--- src/rtl/sp_rp_pkg.sv ---
package sp_rp_pkg;
    localparam int SIG_W  = 27;
    localparam int KEEP_W = 24;
    localparam int FRAC_W = 23;
    localparam int SP_EMIN = -126;
    localparam int SP_EMAX = 127;
    localparam int SP_BIAS = 127;

    typedef enum logic [1:0] {
        RM_NEAR = 2'd0,
        RM_ZERO = 2'd1,
        RM_UP   = 2'd2,
        RM_DOWN = 2'd3
    } rmode_e;

    typedef enum logic [1:0] {
        RK_NORMAL,
        RK_DENORM,
        RK_FLUSH,
        RK_OVF
    } rkind_e;

    typedef enum logic {
        ST_IDLE,
        ST_EMIT
    } pstate_e;
endpackage

--- src/rtl/sp_rp_rounder.sv ---
module sp_rp_rounder
    import sp_rp_pkg::*;
(
    input  logic [SIG_W-1:0]  sig,
    input  logic              neg,
    input  rmode_e            mode,
    output logic [KEEP_W-1:0] kept,
    output logic              carry,
    output logic              inexact
);
    logic [3:0]        inc;
    logic              up3;
    logic [KEEP_W:0]   hi_sum;

    always_comb begin
        inexact = |sig[2:0];
        inc     = 4'd0;
        if (inexact) begin
            unique case (mode)
                RM_NEAR: inc = 4'd3 + {3'd0, sig[3]};
                RM_ZERO: inc = 4'd0;
                RM_UP:   inc = neg ? 4'd0 : 4'd8;
                RM_DOWN: inc = neg ? 4'd8 : 4'd0;
            endcase
        end
        up3    = ({1'b0, sig[2:0]} + inc) > 4'd7;
        hi_sum = {1'b0, sig[SIG_W-1:3]} + {{KEEP_W{1'b0}}, up3};
        carry  = hi_sum[KEEP_W];
        kept   = carry ? hi_sum[KEEP_W:1] : hi_sum[KEEP_W-1:0];
    end
endmodule

--- src/rtl/sp_rp_sticky_shift.sv ---
module sp_rp_sticky_shift #(
    parameter int W  = 27,
    parameter int SW = 12
) (
    input  logic [W-1:0]  din,
    input  logic [SW-1:0] sh,
    output logic [W-1:0]  dout
);
    logic [W-1:0] kept;
    logic         lost;

    always_comb begin
        if (sh >= SW'(W)) begin
            kept = '0;
            lost = |din;
        end else begin
            kept = din >> sh;
            lost = |(din & ~({W{1'b1}} << sh));
        end
        dout = kept | {{(W-1){1'b0}}, lost};
    end
endmodule

--- src/rtl/sp_round_pack.sv ---
module sp_round_pack
    import sp_rp_pkg::*;
#(
    parameter int EXP_W = 10
) (
    input  logic                    clk,
    input  logic                    rst_n,
    input  logic                    in_valid,
    input  logic                    in_sign,
    input  logic signed [EXP_W-1:0] in_exp,
    input  logic [26:0]             in_sig,
    input  logic [1:0]              rnd_mode,
    input  logic                    flush_en,
    input  logic                    uflow_trap_en,
    output logic                    out_valid,
    output logic [31:0]             out_word,
    output logic                    out_inexact,
    output logic                    out_underflow,
    output logic                    out_overflow
);
    localparam int IW = EXP_W + 2;
    localparam logic signed [IW-1:0] EMIN_X = IW'(SP_EMIN);
    localparam logic signed [IW-1:0] EDGE_X = IW'(SP_EMIN - 1);
    localparam logic signed [IW-1:0] EMAX_X = IW'(SP_EMAX);
    localparam logic signed [IW-1:0] BIAS_X = IW'(SP_BIAS);

    pstate_e state_q, state_d;
    rmode_e  mode;

    logic signed [IW-1:0] xe, e1, e2;
    logic [IW-1:0]        sh_amt;
    logic                 tiny, do_flush, edge_hit;
    logic [SIG_W-1:0]     m_shift, m1;
    logic [KEEP_W-1:0]    pre_kept, m2;
    logic                 pre_carry, pre_ix, post_carry, post_ix;
    rkind_e               kind;
    logic [31:0]          word_d;
    logic                 ix_d, uf_d, ov_d;

    assign mode   = rmode_e'(rnd_mode);
    assign xe     = IW'(in_exp);
    assign tiny   = xe < EMIN_X;
    assign sh_amt = EMIN_X - xe;

    sp_rp_rounder i_pre_round (
        .sig(in_sig), .neg(in_sign), .mode(mode),
        .kept(pre_kept), .carry(pre_carry), .inexact(pre_ix)
    );

    sp_rp_sticky_shift #(.W(SIG_W), .SW(IW)) i_dn_shift (
        .din(in_sig), .sh(sh_amt), .dout(m_shift)
    );

    always_comb begin
        do_flush = tiny && flush_en;
        edge_hit = tiny && !flush_en && (xe == EDGE_X) && pre_ix && pre_carry;
        if (edge_hit) begin
            m1 = {pre_kept, 3'b000};
            e1 = EMIN_X;
        end else if (tiny) begin
            m1 = m_shift;
            e1 = EMIN_X;
        end else begin
            m1 = in_sig;
            e1 = xe;
        end
    end

    sp_rp_rounder i_post_round (
        .sig(m1), .neg(in_sign), .mode(mode),
        .kept(m2), .carry(post_carry), .inexact(post_ix)
    );

    always_comb begin
        e2 = e1 + {{(IW-1){1'b0}}, post_carry};
        if (do_flush)          kind = RK_FLUSH;
        else if (e2 > EMAX_X)  kind = RK_OVF;
        else if (!m2[KEEP_W-1]) kind = RK_DENORM;
        else                   kind = RK_NORMAL;
    end

    always_comb begin
        word_d = '0;
        ix_d   = post_ix | edge_hit;
        uf_d   = post_ix && !m1[SIG_W-1];
        ov_d   = 1'b0;
        unique case (kind)
            RK_FLUSH: begin
                word_d    = {in_sign, 31'd0};
                word_d[0] = (mode == RM_UP && !in_sign) || (mode == RM_DOWN && in_sign);
                ix_d      = 1'b1;
                uf_d      = 1'b1;
            end
            RK_OVF: begin
                if (mode == RM_NEAR || (mode == RM_UP && !in_sign) ||
                    (mode == RM_DOWN && in_sign))
                    word_d = {in_sign, 8'hFF, {FRAC_W{1'b0}}};
                else
                    word_d = {in_sign, 8'hFE, {FRAC_W{1'b1}}};
                ix_d = 1'b1;
                ov_d = 1'b1;
            end
            RK_DENORM: begin
                word_d = {in_sign, 8'd0, m2[FRAC_W-1:0]};
                uf_d   = uf_d | uflow_trap_en;
            end
            RK_NORMAL: begin
                word_d = {in_sign, 8'(e2 + BIAS_X), m2[FRAC_W-1:0]};
            end
        endcase
    end

    always_comb begin
        unique case (state_q)
            ST_IDLE: state_d = in_valid ? ST_EMIT : ST_IDLE;
            ST_EMIT: state_d = in_valid ? ST_EMIT : ST_IDLE;
        endcase
    end

    always_ff @(posedge clk or negedge rst_n) begin
        if (!rst_n) state_q <= ST_IDLE;
        else        state_q <= state_d;
    end

    always_ff @(posedge clk or negedge rst_n) begin
        if (!rst_n) begin
            out_word      <= '0;
            out_inexact   <= 1'b0;
            out_underflow <= 1'b0;
            out_overflow  <= 1'b0;
        end else if (in_valid) begin
            out_word      <= word_d;
            out_inexact   <= ix_d;
            out_underflow <= uf_d;
            out_overflow  <= ov_d;
        end else begin
            out_inexact   <= 1'b0;
            out_underflow <= 1'b0;
            out_overflow  <= 1'b0;
        end
    end

    assign out_valid = (state_q == ST_EMIT);
endmodule

--- config.mk ---
export PLATFORM = sky130hd
export DESIGN_NAME = sp_round_pack
export DESIGN_NICKNAME = d
export VERILOG_FILES = /design/src/rtl/sp_rp_pkg.sv /design/src/rtl/sp_rp_rounder.sv /design/src/rtl/sp_rp_sticky_shift.sv /design/src/rtl/sp_round_pack.sv
export SDC_FILE = /design/constraint.sdc
export NUM_CORES = 1
export LEC_CHECK = 0
export BUFFER_PORTS_ARGS = -buffer_cell sky130_fd_sc_hd__buf_2
export CORE_AREA = 2 2 124 126
export DETAILED_ROUTE_END_ITERATION = 10
export DIE_AREA = 0 0 126 128
export REMOVE_ABC_BUFFERS = 1
export SLEW_MARGIN = 10
export SYNTH_ARGS = -nofsm -noshare
export SYNTH_HDL_FRONTEND = slang
export SYNTH_SLANG_ARGS = --single-unit
--- constraint.sdc ---
create_clock -name clk -period 1.1 [get_ports clk]
set_input_delay 0.33 -clock clk [delete_from_list [all_inputs] [get_ports clk]]
set_output_delay 0.33 -clock clk [all_outputs]
set_load 0.05 [all_outputs]
==> results of run 1 <==
==> cells in the mapped netlist, drive strengths merged (22+ instances only) <==
master  instances
a21oi          57
buf            34
clkbuf         25
dfrtp          36
mux2i          40
nand2          94
nand3          32
nor2           69
nor3           32
nor4           22
o21ai          46
xnor2          26
==> cell type report <==
cell class	instances	area (um^2)	area share, %
clock inverters	1	7.51	0.0780
well taps	188	235	2.44
multi-input cells	656	5010	52.0
repair buffers	410	3250	33.8
flip-flops and latches	36	901	9.36
inverters	20	80.1	0.832
clock buffers	7	143	1.48
==> worst reg2reg max path, stage by stage (launching register included) <==
cell and delay (ns):
dfrtp_1 0.39, buf_4 0.14, buf_4 0.12, a221o_1 0.35
==> logic make-up (layout without fill, tap and decap cells) <==
kind of cell / count (synthesis) / after routing / share of synthesized area, %
xor+xnor: 39 / 39 / 6.27
fa+ha+maj: 17 / 17 / 3.58
flops: 36 / 36 / 15.5
compound gates: 211 / 211 / 24.9
simple gates: 316 / 316 / 27.9
mux: 73 / 73 / 15.9
buf+inv: 79 / 438 / 5.90
==> sequential cells by signal, summed over array words and instances (netlist names) <==
name           cells
out_word          32
out_inexact        1
out_overflow       1
out_underflow      1
out_valid          1
==> stage by stage <==
stage | utilization [%] | instances | power [mW] | instance area, um^2
final | 64.7 | 1318 | 8.08 | 9620
after global routing | 64.7 | 1318 | 8.45 | 9620
after CTS | 62.8 | 1304 | 7.78 | 9340
after detailed placement | 56.0 | 1254 | 5.83 | 8330
after global placement | 56.0 | 1254 | 5.82 | 8330
after floorplan | - | 712 | 3.81 | 5540
==> timing repair <==
item                                    4_1_cts  5_1_grt
pin swaps                                    41       33
setup buffers                                43       16
endpoints found under the setup margin       70       70
hold buffers                                  1        0
endpoints found under the hold margin        10        0
cloned                                        0        0
resized for setup                           146       43
==> power by group <==
group	switching (mW)	total, mW	leakage [nW]	internal (mW)
logic	2.74	5.05	3.78	2.30
registers	0.119	1.61	0.447	1.49
clock network	0.526	1.43	0.0701	0.901
==> layout by cell type, fill, tap and decap left out, types with 4 or more instances in the layout <==
master / netlist / final
nand3_1: 29 / 28
xor2_1: 12 / 10
a31oi_1: 9 / 9
o211ai_1: 5 / 5
o21ai_0: 30 / 28
o221ai_1: 9 / 7
nand2_4: 0 / 5
dfrtp_1: 36 / 36
ha_1: 15 / 10
o21ai_2: 0 / 7
mux2i_1: 39 / 39
nor2_2: 1 / 5
o41ai_1: 7 / 7
nor2_1: 68 / 60
a221o_1: 7 / 7
o31ai_1: 8 / 8
mux2_2: 20 / 20
buf_2: 19 / 41
o21a_1: 7 / 6
and3_1: 5 / 4
nand4_1: 12 / 12
nor4_1: 20 / 17
buf_6: 1 / 46
buf_12: 0 / 6
mux4_2: 13 / 13
inv_1: 18 / 17
nor2_4: 0 / 4
and2_1: 7 / 7
nand2b_1: 5 / 4
a211oi_1: 9 / 9
buf_4: 4 / 313
nand2_1: 94 / 87
nor3_1: 32 / 30
xnor2_1: 24 / 24
ha_4: 0 / 4
a21oi_2: 0 / 15
clkbuf_16: 0 / 5
o21ai_1: 15 / 9
a21oi_1: 57 / 41
==> worst max path at each step <==
stage | slack, ns | cells after the start | endpoint | startpoint
after floorplan | -7.21 | 31 | out_word[15] | in_exp[0]
after global placement | -5.88 | 38 | out_word[6] | in_sig[0]
after detailed placement | -6.06 | 38 | out_word[6] | in_sig[0]
after CTS | -5.02 | 39 | out_word[6] | in_sig[2]
after global routing | -5.57 | 39 | out_word[23] | in_sig[1]
final | -5.25 | 39 | out_word[6] | in_sig[1]
==> routing by layer <==
metal  GRT usage [%]  part of all wire, %
met1            40.4                   41
met2            52.1                   48
met3            3.71                  7.0
met4            12.7                  4.2
met5               0                    0
==> flow_summary.yaml, run 1 <==
outcome:
  outcome: "finished with violations"
  violations: "negative setup slack"
route:
  ant_nets: 0
  drt-vias-per-instance: 5.85
  vias: 7709
  drtIter0Drc: 711
  wl_per_cell_um: 19.8
  firstDrtPassIters: 5
  drc: 0
  postRouteWirelength_um: 26100
synth:
  synthTopCellsByArea: "dfrtp_1 16%, mux2i_1 6.7%, nand2_1 6.1%, mux4_2 5.0%, a21oi_1 4.9%"
  ys.flop_type: "dfrtp_1"
  synth_top_area_share_pct: 15.5
  ys_seq_elements: 36
  yosysWarningCount: 0
  ys_types: 90
  synth_top_area_cell: "dfrtp_1"
  async_flop_share_pct: 100
  synth_area_mm2: 0.00581
  yosysSeqAreaShare_pct: 15.5
  netlist_instances: 771
  synth_edf_count: 0
  syn_area_per_cell_um2: 7.53
clocking:
  clkSinkCount: 36
  clk_latency_ns: 0.28
  cts_tree: "done"
  clockBufferDepth: 2
  cts.clk_slew.worst_paths_ns: 0.06
  cts_buffers: 5
  htree_levels: 2
  cts_root_buf: "clkbuf_16"
min_path:
  min_path_cells: 2
  min_from: "in_sign"
  min_to: "out_word[31]"
  hold_class: "in -> reg"
worst_setup_path:
  cp_slowest_stage_delay_ns: 0.38
  path_delay_family: "simple AND/OR/NAND/NOR gates"
  r2r_cells: 3
  r2r_start: "out_word[10]"
  rrSetupSlack_ns: -0.02
  cp-start-kind: "input pin"
  path_buf_inv: 4
  crit_required_ns: 1.26
  crit_fanout: 6
  regToRegEndpoint: "out_word[10]"
  crit_path_top_delay_cell: "or3_4"
  worstPathArrival_ns: 6.51
  crit_path_frequent_cell: "ha_4"
  crit_type: "in -> reg"
  endpoint_kind: "register"
pwr:
  p_per_area_mw_per_mm2: 840
  total_leakage_power_nw: 4.30
  peakVddDrop_uv: 729
placed_design:
  gp_congestion: 0.987
  hpwl_um: 20100
  pre_cts_ws_ns: -6.06
  portBuffers: 80
timing:
  clock-skew-final_ns: 0
  slew_viol_final: 0
  finalSetupTns_ns: -178.28
  setup-violations-final: 70
  relSlewSlack_pct: 51.8
  finalHoldViolCount: 0
  hold_ws_ns: 0.345
  postLayoutSetupSlackWorst_ns: -5.25
  tightest_slew_ns: 0.721
  period_needed_ns: 6.35
  rsz0062_at_grt: "true"
  max_clock_freq_ghz: 0.157
  post-route-period-util_pct: 577
flow_run:
  maxCapViolations: 0
final_layout:
  diodes: 0
  syn_to_final_growth_pct: 65.7
  final_nets: 1189
  fillers: 1302
  drive_above_1_share_pct: 48.1
floorplan:
  die_width_um: 126
  dieArea_mm2: 0.0161
  die_h_um: 128
  rows: 45
  fp.coreArea_mm2: 0.0149
  start_util_pct: 39.1
  ios: 81
grt:
  grt_use_total_pct: 31.0
  grt_overflow: 0
  grt_pass1_vias: 7395
  antenna_found_initial: 0
  grt_pass1_wl_um: 39900
  grt_max_degree: 45
Power figures use the tool's default switching activity.
==> run 2: changes to the inputs <==
--- a/config.mk
+++ b/config.mk
@@ -5,7 +5,7 @@
 export SDC_FILE = /design/constraint.sdc
 export NUM_CORES = 1
 export LEC_CHECK = 0
-export BUFFER_PORTS_ARGS = -buffer_cell sky130_fd_sc_hd__buf_2
+export BUFFER_PORTS_ARGS = -buffer_cell sky130_fd_sc_hd__clkbuf_2
 export CORE_AREA = 2 2 124 126
 export DETAILED_ROUTE_END_ITERATION = 10
 export DIE_AREA = 0 0 126 128
==> flow_summary.yaml, run 2 (synthesized netlist as in run 1, its figures left out) <==
final_layout:
  top_register: "out_word"
  final_cell_mix: "299 x buf_4, 86 x nand2_1, 63 x nor2_1"
  drive_above_1_share_pct: 48.0
  multi_input_area_mm2: 0.00506
  ff_latch_area_um2: 901
  diodes: 0
  final_common_cell: "buf_4"
  largest_reg_flops: 32
  fillers: 1273
  syn_to_final_growth_pct: 67.4
  final_nets: 1177
route:
  wl_per_cell_um: 20.1
  drc: 0
  postRouteWirelength_um: 26300
  firstDrtPassIters: 5
  ant_nets: 0
  drt-vias-per-instance: 5.87
  vias: 7669
  drtIter0Drc: 676
clocking:
  clkSinkCount: 36
  cts.clk_slew.worst_paths_ns: 0.06
  cts_tree: "done"
  cts_root_buf: "clkbuf_16"
  cts_buffers: 5
  htree_levels: 2
  clk_latency_ns: 0.28
  clockBufferDepth: 2
  cts_hold_buf: 0
worst_setup_path:
  path_buf_inv: 7
  crit_path_top_delay_cell: "or3_1"
  path_delay_family: "simple AND/OR/NAND/NOR gates"
  cp-start-kind: "input pin"
  crit_fanout: 6
  cp_slowest_stage_delay_ns: 0.40
  crit_path_frequent_cell: "buf_4"
  endpoint_kind: "register"
  crit_path_start: "in_exp[0]"
  crit_type: "in -> reg"
  r2r_start: "out_word[16]"
  crit_required_ns: 1.26
  worstPathArrival_ns: 6.33
timing:
  setup-violations-final: 70
  post-route-period-util_pct: 561
  tightest_slew_ns: 0.622
  relSlewSlack_pct: 58.5
  rsz0062_at_grt: "true"
  max_clock_freq_ghz: 0.162
  hold_ws_ns: 0.0173
  clock-skew-final_ns: 0
  period_needed_ns: 6.17
  postLayoutSetupSlackWorst_ns: -5.07
  slew_viol_final: 0
  finalHoldViolCount: 0
placed_design:
  hpwl_um: 20000
  gp_congestion: 1.02
  pre_cts_ws_ns: -5.90
  portBuffers: 80
floorplan:
  rows: 45
  die_h_um: 128
  ios: 81
  dieArea_mm2: 0.0161
  die_width_um: 126
  fp.coreArea_mm2: 0.0149
  start_util_pct: 39.1
outcome:
  outcome: "finished with violations"
  violations: "negative setup slack"
pwr:
  peakVddDrop_uv: 692
  total_leakage_power_nw: 4.33
  p_per_area_mw_per_mm2: 847
grt:
  grt_overflow: 0
  grt_use_total_pct: 30.6
  grt_max_degree: 45
  grt_pass1_vias: 7368
  antenna_found_initial: 0
  grt_pass1_wl_um: 39600
flow_run:
  maxCapViolations: 0
min_path:
  hold_class: "in -> async"
[run 2: cell types whose count changed in the layout (fill, tap and decap cells not counted), sizes merged]
cell         delta
buf            -53
clkbuf         +41
clkinv          +2
clkinvlp        -1
dlygate4sd3     -1
[run 2: path summary, 6_finish.rpt]
check | end | slack [ns] | cells past startpoint
max | out_word[6] | -5.07 | 35
min | out_word[17] | 0.02 | 2
max reg2reg | out_word[16] | 0.05 | 4
min reg2reg | out_word[31] | 0.55 | 1
max in group asynchronous | out_word[26] | 0.90 | 2
min in group clk | out_word[31] | 0.35 | 2
[run 2: layout make-up]
type                       instances  area share (%)
tap                              188            2.42
clock inverter                     2           0.103
inverter                          20           0.823
sequential                        36            9.26
multi-input combinational        656            52.0
timing repair buffer             398            33.9
clock buffer                       6            1.43
[run 2: per-layer routing]
layer,up-vias,wire (um),GRT usage [%]
li1,3600,-,-
met1,3635,11100,40.4
met2,355,12400,51.2
met3,79,1710,2.75
met4,0,1120,13.4
met5,-,0,0
[run 2: stage by stage]
stage / TNS [ns] / power [mW] / area [um^2] / instances / utilization [%]
floorplan: -240.72 / 3.81 / 5540 / 712 / -
global placement: -191.76 / 5.81 / 8280 / 1248 / 55.7
detailed placement: -196.31 / 5.83 / 8280 / 1248 / 55.7
CTS: -171.30 / 7.73 / 9210 / 1286 / 62.0
global route: -183.57 / 8.58 / 9730 / 1306 / 65.4
finish: -172.14 / 8.24 / 9730 / 1306 / 65.4
[run 2: where the power goes]
group / leakage, nW / switching [mW] / internal [mW] / total, mW
clock: 0.0766 / 0.543 / 0.892 / 1.43
combinational: 3.80 / 2.75 / 2.40 / 5.15
sequential: 0.447 / 0.160 / 1.49 / 1.65
[run 2: repair_timing]
item                                   4_1_cts  5_1_grt
setup buffers                               31       21
gates resized for setup                    124      103
endpoints found under the hold margin        0        0
setup endpoints to repair                   70       70
pin swaps                                   25       31
[run 2: worst reg2reg max path: cells and delay by family, from the launching register on]
kind	cells	cell delay (ns)
buf+inv	2	0.27
flops	1	0.41
compound gates	2	0.25
==> run 3: changes to the inputs <==
--- a/config.mk
+++ b/config.mk
@@ -5,10 +5,11 @@
 export SDC_FILE = /design/constraint.sdc
 export NUM_CORES = 1
 export LEC_CHECK = 0
+export ABC_AREA = 1
 export BUFFER_PORTS_ARGS = -buffer_cell sky130_fd_sc_hd__clkbuf_2
-export CORE_AREA = 2 2 124 126
+export CORE_AREA = 2 2 130 132
 export DETAILED_ROUTE_END_ITERATION = 10
-export DIE_AREA = 0 0 126 128
+export DIE_AREA = 0 0 132 134
 export REMOVE_ABC_BUFFERS = 1
 export SLEW_MARGIN = 10
 export SYNTH_ARGS = -nofsm -noshare
==> flow_summary.yaml, run 3 <==
flow_run:
  maxCapViolations: 0
clocking:
  clk_latency_ns: 0.28
  clockBufferDepth: 2
  htree_levels: 2
  cts.clk_slew.worst_paths_ns: 0.05
  clkSinkCount: 36
  cts_hold_buf: 0
  cts_root_buf: "clkbuf_16"
  cts_buffers: 5
  cts_tree: "done"
synth:
  synth_commonest_cells: "394 x nand2_1, 199 x nand3_1, 81 x inv_1"
  syn_area_per_cell_um2: 5.58
  yosysWarningCount: 0
  synth_area_mm2: 0.00643
  yosysMostFrequentCell: "nand2_1"
  synth_top_area_share_pct: 23.0
  netlist_instances: 1153
  synth_edf_count: 0
  synth_top_area_cell: "nand2_1"
  ys.flop_type: "dfrtp_1"
  synthTopCellsByArea: "nand2_1 23%, nand3_1 15%, dfrtp_1 14%, inv_1 4.7%, nor2_1 4.6%"
  async_flop_share_pct: 100
  ys_seq_elements: 36
  yosysSeqAreaShare_pct: 14.0
  ys_types: 54
placed_design:
  pre_cts_ws_ns: -5.65
  post_dp_cell_area_mm2: 0.00941
  gp_congestion: 1.06
  portBuffers: 80
  hpwl_um: 22600
worst_setup_path:
  r2r_cells: 4
  r2r_start: "out_word[26]"
  crit_required_ns: 1.27
  crit_path_top_delay_cell: "ha_1"
  crit_path_frequent_cell: "nand2_2"
  crit_fanout: 5
  crit_type: "in -> reg"
  endpoint_kind: "register"
  rrSetupSlack_ns: -0.02
  cp_slowest_stage_delay_ns: 0.31
  worstPathArrival_ns: 6.60
  crit_path_start: "in_sig[0]"
  cp-start-kind: "input pin"
  regToRegEndpoint: "out_word[26]"
grt:
  antenna_found_initial: 0
  grt_max_degree: 37
  grt_pass1_wl_um: 46300
  grt_pass1_vias: 9315
  grt_overflow: 0
  grt_use_total_pct: 32.5
timing:
  relSlewSlack_pct: 68.6
  postLayoutSetupSlackWorst_ns: -5.33
  period_needed_ns: 6.43
  setup-violations-final: 70
  tightest_slew_ns: 0.471
  max_clock_freq_ghz: 0.156
  post-route-period-util_pct: 584
  rsz0062_at_grt: "true"
  slew_viol_final: 0
  finalHoldViolCount: 0
  clock-skew-final_ns: 0
pwr:
  total_leakage_power_nw: 5.56
  combinationalPowerShare_pct: 61.6
  peakVddDrop_uv: 752
  intPower_mw: 4.38
  p_clk_share_pct: 17.5
  switchingPower_mw: 3.40
  p_per_area_mw_per_mm2: 730
  seqPwrFrac_pct: 20.9
  p_sw_share_pct: 43.7
floorplan:
  ios: 81
  rows: 47
  die_width_um: 132
  die_h_um: 134
  dieArea_mm2: 0.0177
  fp.coreArea_mm2: 0.0163
  start_util_pct: 39.5
route:
  vias: 9647
  postRouteWirelength_um: 29800
  ant_nets: 0
  wl_per_cell_um: 16.6
  drt-vias-per-instance: 5.38
  drtIter0Drc: 963
  firstDrtPassIters: 5
  drc: 0
final_layout:
  top_register: "out_word"
  final_cell_mix: "385 x nand2_1, 372 x buf_4, 194 x nand3_1"
  final_nets: 1633
  drive_above_1_share_pct: 40.2
  final_common_cell: "nand2_1"
  syn_to_final_growth_pct: 65.6
  diodes: 0
  largest_reg_flops: 32
  stdcell_area_mm2: 0.0107
  fillers: 1469
min_path:
  hold_class: "in -> async"
outcome:
  outcome: "finished with violations"
  violations: "negative setup slack"
## run 3: changes by cell type after synthesis, sizes merged, moves of 9 or more
cell / previous run / this run
nand2: 94 / 416
mux2: 20 / 0
mux4: 13 / 0
nand4: 12 / 36
nor3: 32 / 10
inv: 19 / 99
nor4: 22 / 5
nand3: 32 / 207
o221ai: 9 / 0
nor2: 69 / 106
o21ai: 46 / 64
clkbuf: 25 / 12
mux2i: 40 / 1
xnor2: 26 / 7
## run 3: how the worst max path moves through the flow
stage	slack (ns)	end	cells after the start
floorplan	-6.26	out_word[19]	42
global placement	-5.33	out_word[26]	43
detailed placement	-5.65	out_word[0]	46
CTS	-4.98	out_word[7]	52
global route	-5.74	out_word[14]	53
finish	-5.33	out_word[20]	53
## run 3: per-stage QoR
step / utilization, % / power, mW / hold slack (ns) / cells / TNS [ns]
floorplan: - / 3.63 / 0.0344 / 1099 / -208.76
global placement: 57.8 / 5.58 / 0.306 / 1739 / -180.20
detailed placement: 57.8 / 5.61 / 0.310 / 1739 / -190.15
CTS: 63.3 / 7.42 / 0.0113 / 1780 / -170.06
global route: 65.4 / 8.18 / 0.0259 / 1793 / -194.99
finish: 65.4 / 7.77 / 0.00385 / 1793 / -180.56
## run 3: power groups by stage
stage                     Clock [mW]  Sequential [mW]  Combinational, mW
after global placement             0             1.58               4.00
after floorplan                    0             2.11               1.53
final                           1.36             1.63               4.79
after global routing            1.41             1.64               5.13
after CTS                       1.35             1.58               4.48
after detailed placement           0             1.58               4.03
## run 3: critical path, delay by kind of cell
family,cells,cell delay [ns]
simple gates,34,3.30
fa+ha+maj,7,1.60
buf+inv,7,0.75
compound gates,3,0.33
xor+xnor,2,0.30
## run 3: logic make-up (layout without fill, tap and decap cells)
kind of cell,after synthesis,after routing,synth area share (%)
AOI/OAI and AO/OA,136,136,11.8
xor gates and xnor gates,20,20,3.01
adders and majority gates,15,15,2.92
buffers and inverters,156,576,11.2
DFF,36,36,14.0
muxes,1,1,0.156
and+or+nand+nor,789,789,56.8
## run 3: area by class of cell
| cell class | count | area (um^2) | share of cell area (%) |
|---|---|---|---|
| flip-flops and latches | 36 | 901 | 8.46 |
| repair buffers | 467 | 3810 | 35.8 |
| well taps | 220 | 275 | 2.58 |
| inverters | 102 | 390 | 3.66 |
| multi-input cells | 961 | 5140 | 48.3 |
| clock buffers | 6 | 129 | 1.21 |
| clock inverters | 1 | 5.00 | 0.0470 |
## run 3: timing repair
item	in CTS	in global routing
cloned	2	0
resized for setup	123	90
setup endpoints to repair	70	70
pin swaps	16	20
endpoints found under the hold margin	0	0
buffers inserted	32	13
## run 3: routing by layer
layer	part of all wire, %	global-route usage (%)	vias up
met5	0	0	-
met4	3.7	9.90	0
met3	8.2	4.99	98
met2	47	56.3	481
met1	41	41.8	4420
li1	-	-	4648
